[config.mk]
export PLATFORM = sky130hd
export DESIGN_NAME = ifetch_xlat
export DESIGN_NICKNAME = d
export VERILOG_FILES = /design/src/rtl/ifx_pkg.sv /design/src/rtl/xlat_way_cmp.sv /design/src/rtl/xlat_lru_ctl.sv /design/src/rtl/ifetch_xlat.sv
export SDC_FILE = /design/constraint.sdc
export NUM_CORES = 1
export LEC_CHECK = 0
export ABC_AREA = 1
export CAP_MARGIN = 20
export CELL_PAD_IN_SITES_DETAIL_PLACEMENT = 1
export CELL_PAD_IN_SITES_GLOBAL_PLACEMENT = 1
export CORE_UTILIZATION = 48
export CTS_BUF_LIST = sky130_fd_sc_hd__clkbuf_8
export CTS_CLUSTER_SIZE = 24
export DETAILED_ROUTE_END_ITERATION = 16
export GPL_ROUTABILITY_DRIVEN = 0
export GPL_TIMING_DRIVEN = 0
export PLACE_DENSITY_LB_ADDON = 0.1
export RECOVER_POWER = 50
export SETUP_SLACK_MARGIN = 0.02
export SLEW_MARGIN = 40
export SYNTH_ARGS = -nofsm -noshare
export SYNTH_HDL_FRONTEND = slang
export SYNTH_SLANG_ARGS = --single-unit
[constraint.sdc]
create_clock -name clk -period 6.7 [get_ports clk]
set_input_delay 0.67 -clock clk [delete_from_list [all_inputs] [get_ports clk]]
set_output_delay 0.67 -clock clk [all_outputs]
set_load 0.1 [all_outputs]
[src/rtl/ifx_pkg.sv]
package ifx_pkg;
    localparam int unsigned NUM_WAYS = 4;
    localparam int unsigned WAY_W    = $clog2(NUM_WAYS);
    localparam int unsigned LRU_W    = 6;
    localparam int unsigned PG_SHIFT = 10;

    typedef enum logic [1:0] {
        PG_1K  = 2'd0,
        PG_4K  = 2'd1,
        PG_64K = 2'd2,
        PG_1M  = 2'd3
    } pg_size_e;

    typedef enum logic [1:0] {
        ST_IDLE   = 2'd0,
        ST_RESP   = 2'd1,
        ST_FILLED = 2'd2,
        ST_FERR   = 2'd3
    } ctl_state_e;

    // page-number bits that belong to the in-page offset for each size
    function automatic logic [9:0] size_mask(input pg_size_e sz);
        logic [9:0] m;
        unique case (sz)
            PG_1K:  m = 10'h000;
            PG_4K:  m = 10'h003;
            PG_64K: m = 10'h03F;
            PG_1M:  m = 10'h3FF;
        endcase
        return m;
    endfunction

    // field update for a use of one way (field bit i = byte bit i+2)
    function automatic logic [LRU_W-1:0] lru_touch(input logic [LRU_W-1:0] cur,
                                                   input logic [WAY_W-1:0] way);
        logic [LRU_W-1:0] nxt;
        unique case (way)
            2'd0: nxt = cur & 6'h07;
            2'd1: nxt = (cur & 6'h39) | 6'h20;
            2'd2: nxt = (cur & 6'h3E) | 6'h14;
            2'd3: nxt = cur | 6'h0B;
        endcase
        return nxt;
    endfunction
endpackage

[src/rtl/xlat_way_cmp.sv]
module xlat_way_cmp
    import ifx_pkg::*;
#(
    parameter int VA_W   = 32,
    parameter int PA_W   = 29,
    parameter int ASID_W = 8
) (
    input  logic                   e_valid,
    input  logic                   e_shared,
    input  logic [VA_W-11:0]       e_vpn,
    input  logic [ASID_W-1:0]      e_asid,
    input  logic [PA_W-11:0]       e_ppn,
    input  pg_size_e               e_size,
    input  logic [VA_W-1:0]        va,
    input  logic [ASID_W-1:0]      asid,
    input  logic                   use_asid,
    output logic                   match,
    output logic [PA_W-1:0]        paddr
);
    localparam int VPN_W = VA_W - PG_SHIFT;
    localparam int PPN_W = PA_W - PG_SHIFT;

    logic [VPN_W-1:0] off_mask;
    logic [PPN_W-1:0] poff_mask;
    logic             range_ok;
    logic             asid_ok;

    always_comb begin
        off_mask  = {{(VPN_W-10){1'b0}}, size_mask(e_size)};
        poff_mask = {{(PPN_W-10){1'b0}}, size_mask(e_size)};
        range_ok  = (((va[VA_W-1:PG_SHIFT] ^ e_vpn) & ~off_mask) == '0);
        asid_ok   = e_shared || !use_asid || (e_asid == asid);
        match     = e_valid && range_ok && asid_ok;
        paddr     = {(e_ppn & ~poff_mask) | (va[PPN_W+PG_SHIFT-1:PG_SHIFT] & poff_mask),
                     va[PG_SHIFT-1:0]};
    end
endmodule

[src/rtl/xlat_lru_ctl.sv]
module xlat_lru_ctl
    import ifx_pkg::*;
(
    input  logic             clk,
    input  logic             rst_n,
    input  logic             ld_en,
    input  logic [LRU_W-1:0] ld_data,
    input  logic             clear_en,
    input  logic             touch_en,
    input  logic [WAY_W-1:0] touch_way,
    output logic [LRU_W-1:0] lru,
    output logic [WAY_W-1:0] victim,
    output logic             victim_ok
);
    always_ff @(posedge clk) begin
        if (!rst_n)         lru <= '0;
        else if (ld_en)     lru <= ld_data;
        else if (clear_en)  lru <= '0;
        else if (touch_en)  lru <= lru_touch(lru, touch_way);
    end

    // priority decode, way 0 first
    always_comb begin
        victim    = '0;
        victim_ok = 1'b1;
        if ((lru & 6'h38) == 6'h38)      victim = 2'd0;
        else if ((lru & 6'h26) == 6'h06) victim = 2'd1;
        else if ((lru & 6'h15) == 6'h01) victim = 2'd2;
        else if ((lru & 6'h0B) == 6'h00) victim = 2'd3;
        else                             victim_ok = 1'b0;
    end
endmodule

[src/rtl/ifetch_xlat.sv]
module ifetch_xlat
    import ifx_pkg::*;
#(
    parameter int VA_W   = 32,
    parameter int PA_W   = 29,
    parameter int ASID_W = 8
) (
    input  logic              clk,
    input  logic              rst_n,
    input  logic              lk_valid,
    input  logic [VA_W-1:0]   lk_vaddr,
    input  logic [ASID_W-1:0] lk_asid,
    input  logic              lk_use_asid,
    input  logic              fill_en,
    input  logic              fill_valid,
    input  logic [VA_W-11:0]  fill_vpn,
    input  logic [ASID_W-1:0] fill_asid,
    input  logic [PA_W-11:0]  fill_ppn,
    input  logic [1:0]        fill_size,
    input  logic              fill_shared,
    input  logic [1:0]        fill_prot,
    input  logic              lru_wr_en,
    input  logic [5:0]        lru_wr_data,
    output logic              rsp_valid,
    output logic              rsp_hit,
    output logic              rsp_multi,
    output logic [1:0]        rsp_idx,
    output logic [PA_W-1:0]   rsp_paddr,
    output logic [1:0]        rsp_prot,
    output logic              fill_done,
    output logic              fill_err,
    output logic [1:0]        fill_idx,
    output logic [5:0]        lru_state
);
    localparam int VPN_W = VA_W - PG_SHIFT;
    localparam int PPN_W = PA_W - PG_SHIFT;

    // entry storage
    logic [NUM_WAYS-1:0] ent_v;
    logic [NUM_WAYS-1:0] ent_sh;
    logic [VPN_W-1:0]    ent_vpn  [NUM_WAYS];
    logic [ASID_W-1:0]   ent_asid [NUM_WAYS];
    logic [PPN_W-1:0]    ent_ppn  [NUM_WAYS];
    pg_size_e            ent_size [NUM_WAYS];
    logic [1:0]          ent_prot [NUM_WAYS];

    logic [NUM_WAYS-1:0] way_hit;
    logic [PA_W-1:0]     way_pa [NUM_WAYS];
    logic [WAY_W-1:0]    hit_idx;
    logic [2:0]          hit_cnt;
    logic                single_hit;

    logic [WAY_W-1:0]    victim_idx;
    logic                victim_ok;
    logic                do_ld, do_fill, do_look, fill_ok;
    ctl_state_e          state_q, state_d;

    generate
        for (genvar w = 0; w < NUM_WAYS; w++) begin : g_way
            xlat_way_cmp #(.VA_W(VA_W), .PA_W(PA_W), .ASID_W(ASID_W)) u_cmp (
                .e_valid  (ent_v[w]),
                .e_shared (ent_sh[w]),
                .e_vpn    (ent_vpn[w]),
                .e_asid   (ent_asid[w]),
                .e_ppn    (ent_ppn[w]),
                .e_size   (ent_size[w]),
                .va       (lk_vaddr),
                .asid     (lk_asid),
                .use_asid (lk_use_asid),
                .match    (way_hit[w]),
                .paddr    (way_pa[w])
            );
        end
    endgenerate

    always_comb begin
        hit_idx = '0;
        hit_cnt = '0;
        for (int w = 0; w < NUM_WAYS; w++) begin
            if (way_hit[w]) begin
                hit_idx = WAY_W'(w);
                hit_cnt = hit_cnt + 3'd1;
            end
        end
        single_hit = (hit_cnt == 3'd1);
    end

    // request arbitration: load > fill > lookup
    always_comb begin
        do_ld   = lru_wr_en;
        do_fill = fill_en && !lru_wr_en;
        do_look = lk_valid && !fill_en && !lru_wr_en;
        fill_ok = do_fill && victim_ok;
    end

    xlat_lru_ctl u_lru (
        .clk       (clk),
        .rst_n     (rst_n),
        .ld_en     (do_ld),
        .ld_data   (lru_wr_data),
        .clear_en  (do_fill && !victim_ok),
        .touch_en  (fill_ok || (do_look && single_hit)),
        .touch_way (fill_ok ? victim_idx : hit_idx),
        .lru       (lru_state),
        .victim    (victim_idx),
        .victim_ok (victim_ok)
    );

    // next-state selection
    always_comb begin
        if (do_ld)        state_d = ST_IDLE;
        else if (do_fill) state_d = victim_ok ? ST_FILLED : ST_FERR;
        else if (do_look) state_d = ST_RESP;
        else              state_d = ST_IDLE;
    end

    always_ff @(posedge clk) begin
        if (!rst_n) state_q <= ST_IDLE;
        else        state_q <= state_d;
    end

    // outputs decoded from state
    always_comb begin
        rsp_valid = 1'b0;
        fill_done = 1'b0;
        fill_err  = 1'b0;
        unique case (state_q)
            ST_IDLE:   ;
            ST_RESP:   rsp_valid = 1'b1;
            ST_FILLED: fill_done = 1'b1;
            ST_FERR:   fill_err  = 1'b1;
        endcase
    end

    // response and fill-index registers
    always_ff @(posedge clk) begin
        if (!rst_n) begin
            rsp_hit   <= 1'b0;
            rsp_multi <= 1'b0;
            rsp_idx   <= '0;
            rsp_paddr <= '0;
            rsp_prot  <= '0;
            fill_idx  <= '0;
        end else begin
            if (do_look) begin
                rsp_hit   <= single_hit;
                rsp_multi <= (hit_cnt > 3'd1);
                rsp_idx   <= single_hit ? hit_idx : '0;
                rsp_paddr <= single_hit ? way_pa[hit_idx] : '0;
                rsp_prot  <= single_hit ? ent_prot[hit_idx] : '0;
            end
            if (fill_ok) fill_idx <= victim_idx;
        end
    end

    always_ff @(posedge clk) begin
        if (!rst_n)       ent_v <= '0;
        else if (fill_ok) ent_v[victim_idx] <= fill_valid;
    end

    always_ff @(posedge clk) begin
        if (fill_ok) begin
            ent_sh[victim_idx]   <= fill_shared;
            ent_vpn[victim_idx]  <= fill_vpn;
            ent_asid[victim_idx] <= fill_asid;
            ent_ppn[victim_idx]  <= fill_ppn;
            ent_size[victim_idx] <= pg_size_e'(fill_size);
            ent_prot[victim_idx] <= fill_prot;
        end
    end
endmodule

==> flow_metrics.env, run 1 <==
export IMPL_outcome="complete, no violations"
export IMPL_synth_cells=1293
export IMPL_pre_cts_slack_ns=1.57
export IMPL_p_seq_share_pct=49.9
export IMPL_multi_input_area_um2=4200
export IMPL_start_util_pct=49.1
export IMPL_ys_types=44
export IMPL_min_to="fill_idx[1]"
export IMPL_die_h_um=163
export IMPL_tritoncts="built"
export IMPL_grt_max_degree=19
export IMPL_overflow=0
export IMPL_r2r_setup_slack_ns=2.32
export IMPL_grt_pass1_vias=10500
export IMPL_ys_seq_area_share_pct=60.1
export IMPL_ctsHoldBuffers=0
export IMPL_ant_nets=0
export IMPL_crit_fanout=10
export IMPL_drive_gt1_share_pct=13.1
export IMPL_via_count=9822
export IMPL_grt_pass1_wl_mm=56.5
export IMPL_max_freq_ghz=0.219
export IMPL_dieArea_um2=26500
export IMPL_power_density_nw_per_um2=243
export IMPL_synthXorXnorAreaFrac_pct=3.66
export IMPL_crit_arrival_ns=5.07
export IMPL_final_hold_viol_count=0
export IMPL_critPathTopFamily="simple AND/OR/NAND/NOR gates"
export IMPL_yosys_area_share_simple_pct=20.9
export IMPL_worst_pin_slew_ns=1.26
export IMPL_clock_root_buffer="clkbuf_8"
export IMPL_yosysTopAreaCell="edfxtp_1"
export IMPL_regArea_um2=7470
export IMPL_endpoint_kind="register"
export IMPL_cts_buffers=46
export IMPL_synth_top_cell_area_share_pct=52.2
export IMPL_slowest_delay_ns=0.62
export IMPL_fillers=2890
export IMPL_clock_skew_ns=0.0265
export IMPL_drv_slew=0
export IMPL_clk_pin_slew_ns=0.06
export IMPL_cts_max_level=2
export IMPL_maxCapViolations=0
export IMPL_setup_violations=0
export IMPL_timing_final_crit_period_ns=4.57
export IMPL_drc=0
export IMPL_clkSinkCount=265
export IMPL_core_area_um2=25300
export IMPL_cts_resized=0
export IMPL_period_share_pct=68.3
export IMPL_p_sw_w=0.000927
export IMPL_cp_common_cell="nand2_1"
export IMPL_rr_worst_depth=21
export IMPL_synth_area_leaders="edfxtp_1 52%, nand2_1 12%, dfxtp_1 7.9%"
export IMPL_synth_nets=1403
export IMPL_antenna_found_initial=2
export IMPL_rsz0062_at_grt="false"
export IMPL_post_dp_hpwl_mm=27.3
export IMPL_hp_class="register to register"
export IMPL_p_clk_share_pct=40.4
export IMPL_path_buf_inv=8
export IMPL_wl_mm=36.3
export IMPL_ys_flop_type="edfxtp_1"
export IMPL_worstSetupPathType="input pin to register"
export IMPL_synth_edff_count=216
export IMPL_worst_r2r_endpoint="rsp_paddr[11]"
export IMPL_async_flop_share_pct=0
export IMPL_syn_avg_cell_area_um2=9.61
export IMPL_peakVddDrop_uv=211
export IMPL_rows=58
export IMPL_hold_depth=2
export IMPL_synthTopCellsByCount="409 x nand2_1, 216 x edfxtp_1, 125 x inv_1"
export IMPL_crit_path_top_delay_cell="clkdlybuf4s50_1"
export IMPL_switching_share_pct=25.0
export IMPL_synthAdderAreaFrac_pct=0.302
export IMPL_cp_start_kind="input pin"
export IMPL_cp_required_ns=7.19
export IMPL_synthMuxAreaShare_pct=1.17
export IMPL_setup_tns_ns=0
export IMPL_cts_setup_buffers=0
export IMPL_area_growth_pct=22.6
export IMPL_pwr_share_comb_pct=9.7
export IMPL_slew_headroom_pct=16.4
export IMPL_via_per_inst=5.28
export IMPL_netlist_area_um2=12400
export IMPL_portBuffers=134
export IMPL_synth_compound_area_share_pct=7.60
export IMPL_track_usage_pct=28.1
export IMPL_drt_first_pass_iters=5
export IMPL_drt_iter0_markers=734
export IMPL_final_nets=1601
export IMPL_leakagePower_nw=6.09
export IMPL_cts_buffer_depth=3
export IMPL_reg2reg_from="ent_size[1][1]"
export IMPL_die_w_um=163
export IMPL_clk_latency_ns=0.56
export IMPL_boundaryPins=153
export IMPL_p_int_w=0.00277
export IMPL_ys_ff_latch=265
export IMPL_yosysMostFrequentCell="nand2_1"
export IMPL_synth_top_family_by_area="simple AND/OR/NAND/NOR gates"
export IMPL_yosysWarnings=0
export IMPL_hp_start="fill_idx[1]"
export IMPL_routedWlPerCell_um=19.5
export IMPL_setup_ws_ns=2.13
==> power groups by stage <==
| stage | logic [W] | clock network, W | registers [W] |
|---|---|---|---|
| final | 0.000360 | 0.00149 | 0.00185 |
| after global placement | 0.000333 | 0 | 0.00189 |
| after detailed placement | 0.000366 | 0 | 0.00188 |
| after floorplan | 0.000161 | 0 | 0.00192 |
| after CTS | 0.000369 | 0.00152 | 0.00185 |
| after global routing | 0.000391 | 0.00159 | 0.00185 |
==> cell type report <==
class | instances | share of cell area, %
Multi-Input combinational cell | 838 | 27.6
Sequential cell | 265 | 49.0
Inverter | 149 | 3.70
Antenna cell | 2 | 0.0328
Timing Repair Buffer | 150 | 9.33
Tap cell | 330 | 2.71
Clock inverter | 28 | 0.993
Buffer | 41 | 1.44
Clock buffer | 58 | 5.24
==> how the worst max path moves through the flow <==
stage | cells after the start | end | start | slack (ns)
6_report | 25 | rsp_paddr[11] | lk_vaddr[13] | 2.13
5_1_grt | 25 | rsp_paddr[10] | lk_vaddr[13] | 1.80
4_1_cts | 25 | rsp_paddr[11] | lk_vaddr[13] | 2.17
3_5_place_dp | 25 | rsp_paddr[11] | lk_vaddr[13] | 1.57
3_3_place_gp | 8 | ent_v[3] | fill_en | 0.14
2_1_floorplan | 7 | ent_asid[1][0] | u_lru.lru[1] | 2.20
==> layout by cell type, fill, tap and decap left out, drive strengths merged, types with 5 or more instances in the layout <==
cell	netlist	routed
mux2i	10	10
nand2	429	429
clkinv	2	13
clkdlybuf4s50	0	33
xnor2	41	41
a21o	5	5
clkbuf	24	124
buf	17	37
nand3	39	39
nor3	14	14
o221ai	22	22
nor2	128	128
o22ai	9	9
dfxtp	49	49
dlygate4sd3	0	55
edfxtp	216	216
xor2	11	11
a21oi	58	58
inv	147	162
o21ai	45	45
==> per-layer routing <==
| layer | GRT usage (%) | part of all wire (%) |
|---|---|---|
| met1 | 36.3 | 43 |
| met2 | 48.0 | 49 |
| met3 | 4.89 | 6.3 |
| met4 | 8.84 | 2.2 |
| met5 | 0 | 0 |
==> cells by family after synthesis <==
kind of cell,Yosys count
flops,265
compound gates,148
fa+ha+maj,3
mux,14
xor+xnor,52
buf+inv,190
simple gates,621
==> flip-flops by register name, indices dropped and copies added (netlist names), 4 cells and up <==
| name | flops |
|---|---|
| ent_asid | 32 |
| ent_sh | 4 |
| ent_ppn | 76 |
| u_lru.lru | 6 |
| ent_vpn | 88 |
| rsp_paddr | 29 |
| ent_prot | 8 |
| ent_size | 8 |
| ent_v | 4 |
==> metrics by stage <==
| step | hold WS, ns | util, % | power (W) | area, um^2 | std cells |
|---|---|---|---|---|---|
| 2_1_floorplan | 0.463 | - | 0.00208 | 12400 | 1293 |
| 3_3_place_gp | 0.450 | 56.0 | 0.00222 | 14200 | 1757 |
| 3_5_place_dp | 0.449 | 56.6 | 0.00225 | 14300 | 1773 |
| 4_1_cts | 0.422 | 60.4 | 0.00374 | 15300 | 1859 |
| 5_1_grt | 0.485 | 60.2 | 0.00383 | 15200 | 1860 |
| 6_report | 0.467 | 60.2 | 0.00370 | 15200 | 1861 |
==> worst reg2reg max path: cells and delay by family (launching register included) <==
family	cells	cell delay [ns]
AND/OR/NAND/NOR	9	1.47
adder cells (fa/ha/maj)	2	0.67
flip-flops	1	0.36
AO/OA/AOI/OAI	3	0.55
buffers and inverters	7	1.27
No activity file was read; power rests on OpenSTA's default activity.
==> run 2, diff against run 1 <==
--- a/config.mk
+++ b/config.mk
@@ -9,7 +9,7 @@
 export CAP_MARGIN = 20
 export CELL_PAD_IN_SITES_DETAIL_PLACEMENT = 1
 export CELL_PAD_IN_SITES_GLOBAL_PLACEMENT = 1
-export CORE_UTILIZATION = 48
+export CORE_UTILIZATION = 45
 export CTS_BUF_LIST = sky130_fd_sc_hd__clkbuf_8
 export CTS_CLUSTER_SIZE = 24
 export DETAILED_ROUTE_END_ITERATION = 16
==> constraint.sdc (replaced) <==
create_clock -name clk -period 4.5 [get_ports clk]
set_input_delay 0.45 -clock clk [delete_from_list [all_inputs] [get_ports clk]]
set_output_delay 0.45 -clock clk [all_outputs]
set_load 0.1 [all_outputs]
==> flow_metrics.env, run 2 (same netlist as run 1, synthesis figures left out) <==
export IMPL_clock_skew_ns=0.0212
export IMPL_dpl_cell_area_um2=14300
export IMPL_start_util_pct=46.0
export IMPL_hp_start="rst_n"
export IMPL_track_usage_pct=25.5
export IMPL_drv_slew=0
export IMPL_via_count=9565
export IMPL_routedWlPerCell_um=18.8
export IMPL_cp_required_ns=4.98
export IMPL_timing_final_crit_period_ns=4.09
export IMPL_rsz0062_at_grt="false"
export IMPL_power_density_nw_per_um2=352
export IMPL_clk_latency_ns=0.56
export IMPL_worst_r2r_endpoint="rsp_paddr[11]"
export IMPL_peakVddDrop_uv=219
export IMPL_outcome="complete, no violations"
export IMPL_grt_max_degree=18
export IMPL_wl_mm=35.1
export IMPL_total_power_w=0.00533
export IMPL_leakagePower_nw=6.03
export IMPL_reg2reg_from="ent_size[1][1]"
export IMPL_area_growth_pct=21.8
export IMPL_largestRegisters="ent_vpn (88), ent_ppn (76), ent_asid (32)"
export IMPL_cts_buffer_depth=3
export IMPL_final_hold_viol_count=0
export IMPL_r2r_setup_slack_ns=0.51
export IMPL_post_dp_hpwl_mm=26.2
export IMPL_boundaryPins=153
export IMPL_grt_pass1_wl_mm=55.0
export IMPL_dieArea_um2=28300
export IMPL_setup_tns_ns=0
export IMPL_max_freq_ghz=0.244
export IMPL_grt_pass1_vias=10100
export IMPL_clock_root_buffer="clkbuf_8"
export IMPL_rr_worst_depth=21
export IMPL_largest_reg_flops=88
export IMPL_final_nets=1599
export IMPL_worstSetupPathType="input pin to register"
export IMPL_ctsHoldBuffers=0
export IMPL_final_core_util_pct=56.0
export IMPL_pre_cts_slack_ns=-0.271
export IMPL_endpoint_kind="register"
export IMPL_final_common_cell="nand2_1"
export IMPL_rows=60
export IMPL_top_register="ent_vpn"
export IMPL_fillers=3078
export IMPL_cts_max_level=2
export IMPL_layout_common_cells="409 x nand2_1, 216 x edfxtp_1, 146 x inv_1"
export IMPL_drt_iter0_markers=610
export IMPL_ant_nets=0
export IMPL_antenna_found_initial=1
export IMPL_fin_area_um2=15100
export IMPL_core_area_um2=27000
export IMPL_portBuffers=134
export IMPL_hold_depth=3
export IMPL_setup_ws_ns=0.406
export IMPL_die_h_um=168
export IMPL_clk_pin_slew_ns=0.06
export IMPL_via_per_inst=5.12
export IMPL_tritoncts="built"
export IMPL_slew_headroom_pct=15.6
export IMPL_maxCapViolations=0
export IMPL_startpoint="lk_vaddr[29]"
export IMPL_worst_pin_slew_ns=1.27
export IMPL_crit_arrival_ns=4.58
export IMPL_period_share_pct=91.0
export IMPL_overflow=0
export IMPL_clkSinkCount=265
export IMPL_cp_start_kind="input pin"
export IMPL_crit_fanout=10
export IMPL_setup_violations=0
export IMPL_drive_gt1_share_pct=12.2
export IMPL_min_to="u_lru.lru[3]"
export IMPL_hp_class="input pin to register"
export IMPL_drc=0
export IMPL_die_w_um=168
export IMPL_diodes=0
export IMPL_cts_buffers=47
export IMPL_drt_first_pass_iters=5
-- run 2: changes by cell type in the layout (fill, tap and decap cells not counted), moves of 2 or more --
cell,delta
buf_2,-3
buf_8,-2
diode_2,-2
clkinv_1,+4
inv_1,+7
clkinvlp_4,+2
clkbuf_1,+2
clkbuf_8,-5
clkinv_2,-6
-- run 2: report_power, final --
part	leakage, nW	internal, W	switching (W)
Clock	0.516	0.00108	0.000978
Combinational	3.17	0.000183	0.000345
Sequential	2.35	0.00272	0.0000285
-- run 2: worst max path at each step --
stage,to,slack (ns),depth (start not counted)
floorplan,ent_asid[1][0],0.005,7
global placement,ent_v[3],-1.85,8
detailed placement,rsp_paddr[10],-0.27,25
CTS,rsp_paddr[10],0.17,21
global route,rsp_paddr[10],0.08,25
finish,rsp_paddr[11],0.41,25
-- run 2: repair_timing --
| action | CTS | global route |
|---|---|---|
| gates resized for setup | 0 | 3 |
| setup endpoints to repair | 0 | 35 |
| buffers inserted | 0 | 0 |
-- run 2: layout make-up --
type	instances	area, um^2	area share (%)
multi-input combinational	838	4210	27.8
buffer	41	221	1.46
clock inverter	34	141	0.934
sequential	265	7470	49.3
timing repair buffer	147	1380	9.09
tap	341	427	2.82
clock buffer	53	729	4.82
inverter	149	568	3.75
-- run 2: metrics by stage --
step | hold slack, ns | instances
floorplan | 0.463 | 1293
global placement | 0.452 | 1768
detailed placement | 0.453 | 1781
CTS | 0.208 | 1868
global route | 0.343 | 1868
finish | 0.332 | 1868
-- run 2: worst max-delay path, stage by stage --
cell and delay (ns):
clkdlybuf4s50_1 0.57, inv_2 0.09, nand2_1 0.15, nand2_1 0.07, nor2_1 0.10, nand2_1 0.07, nor2_2 0.16, nand3_2 0.12
nor2_4 0.31, clkinvlp_4 0.31, ha_1 0.42, inv_1 0.05, o21ai_1 0.12, inv_1 0.07, nor2_1 0.11, ha_1 0.17
inv_1 0.04, nor3_1 0.18, nand3_1 0.09, nand2_1 0.15, nand3_4 0.15, inv_4 0.15, buf_6 0.19, nand3_2 0.13
a21oi_2 0.14
-- run 2: per-layer routing --
metal	wire length, um	vias up	global-route usage, %
met2	16800	273	43.1
li1	-	4662	-
met4	856	2	8.22
met1	15600	4564	33.7
met3	1860	64	3.95
met5	13	-	0
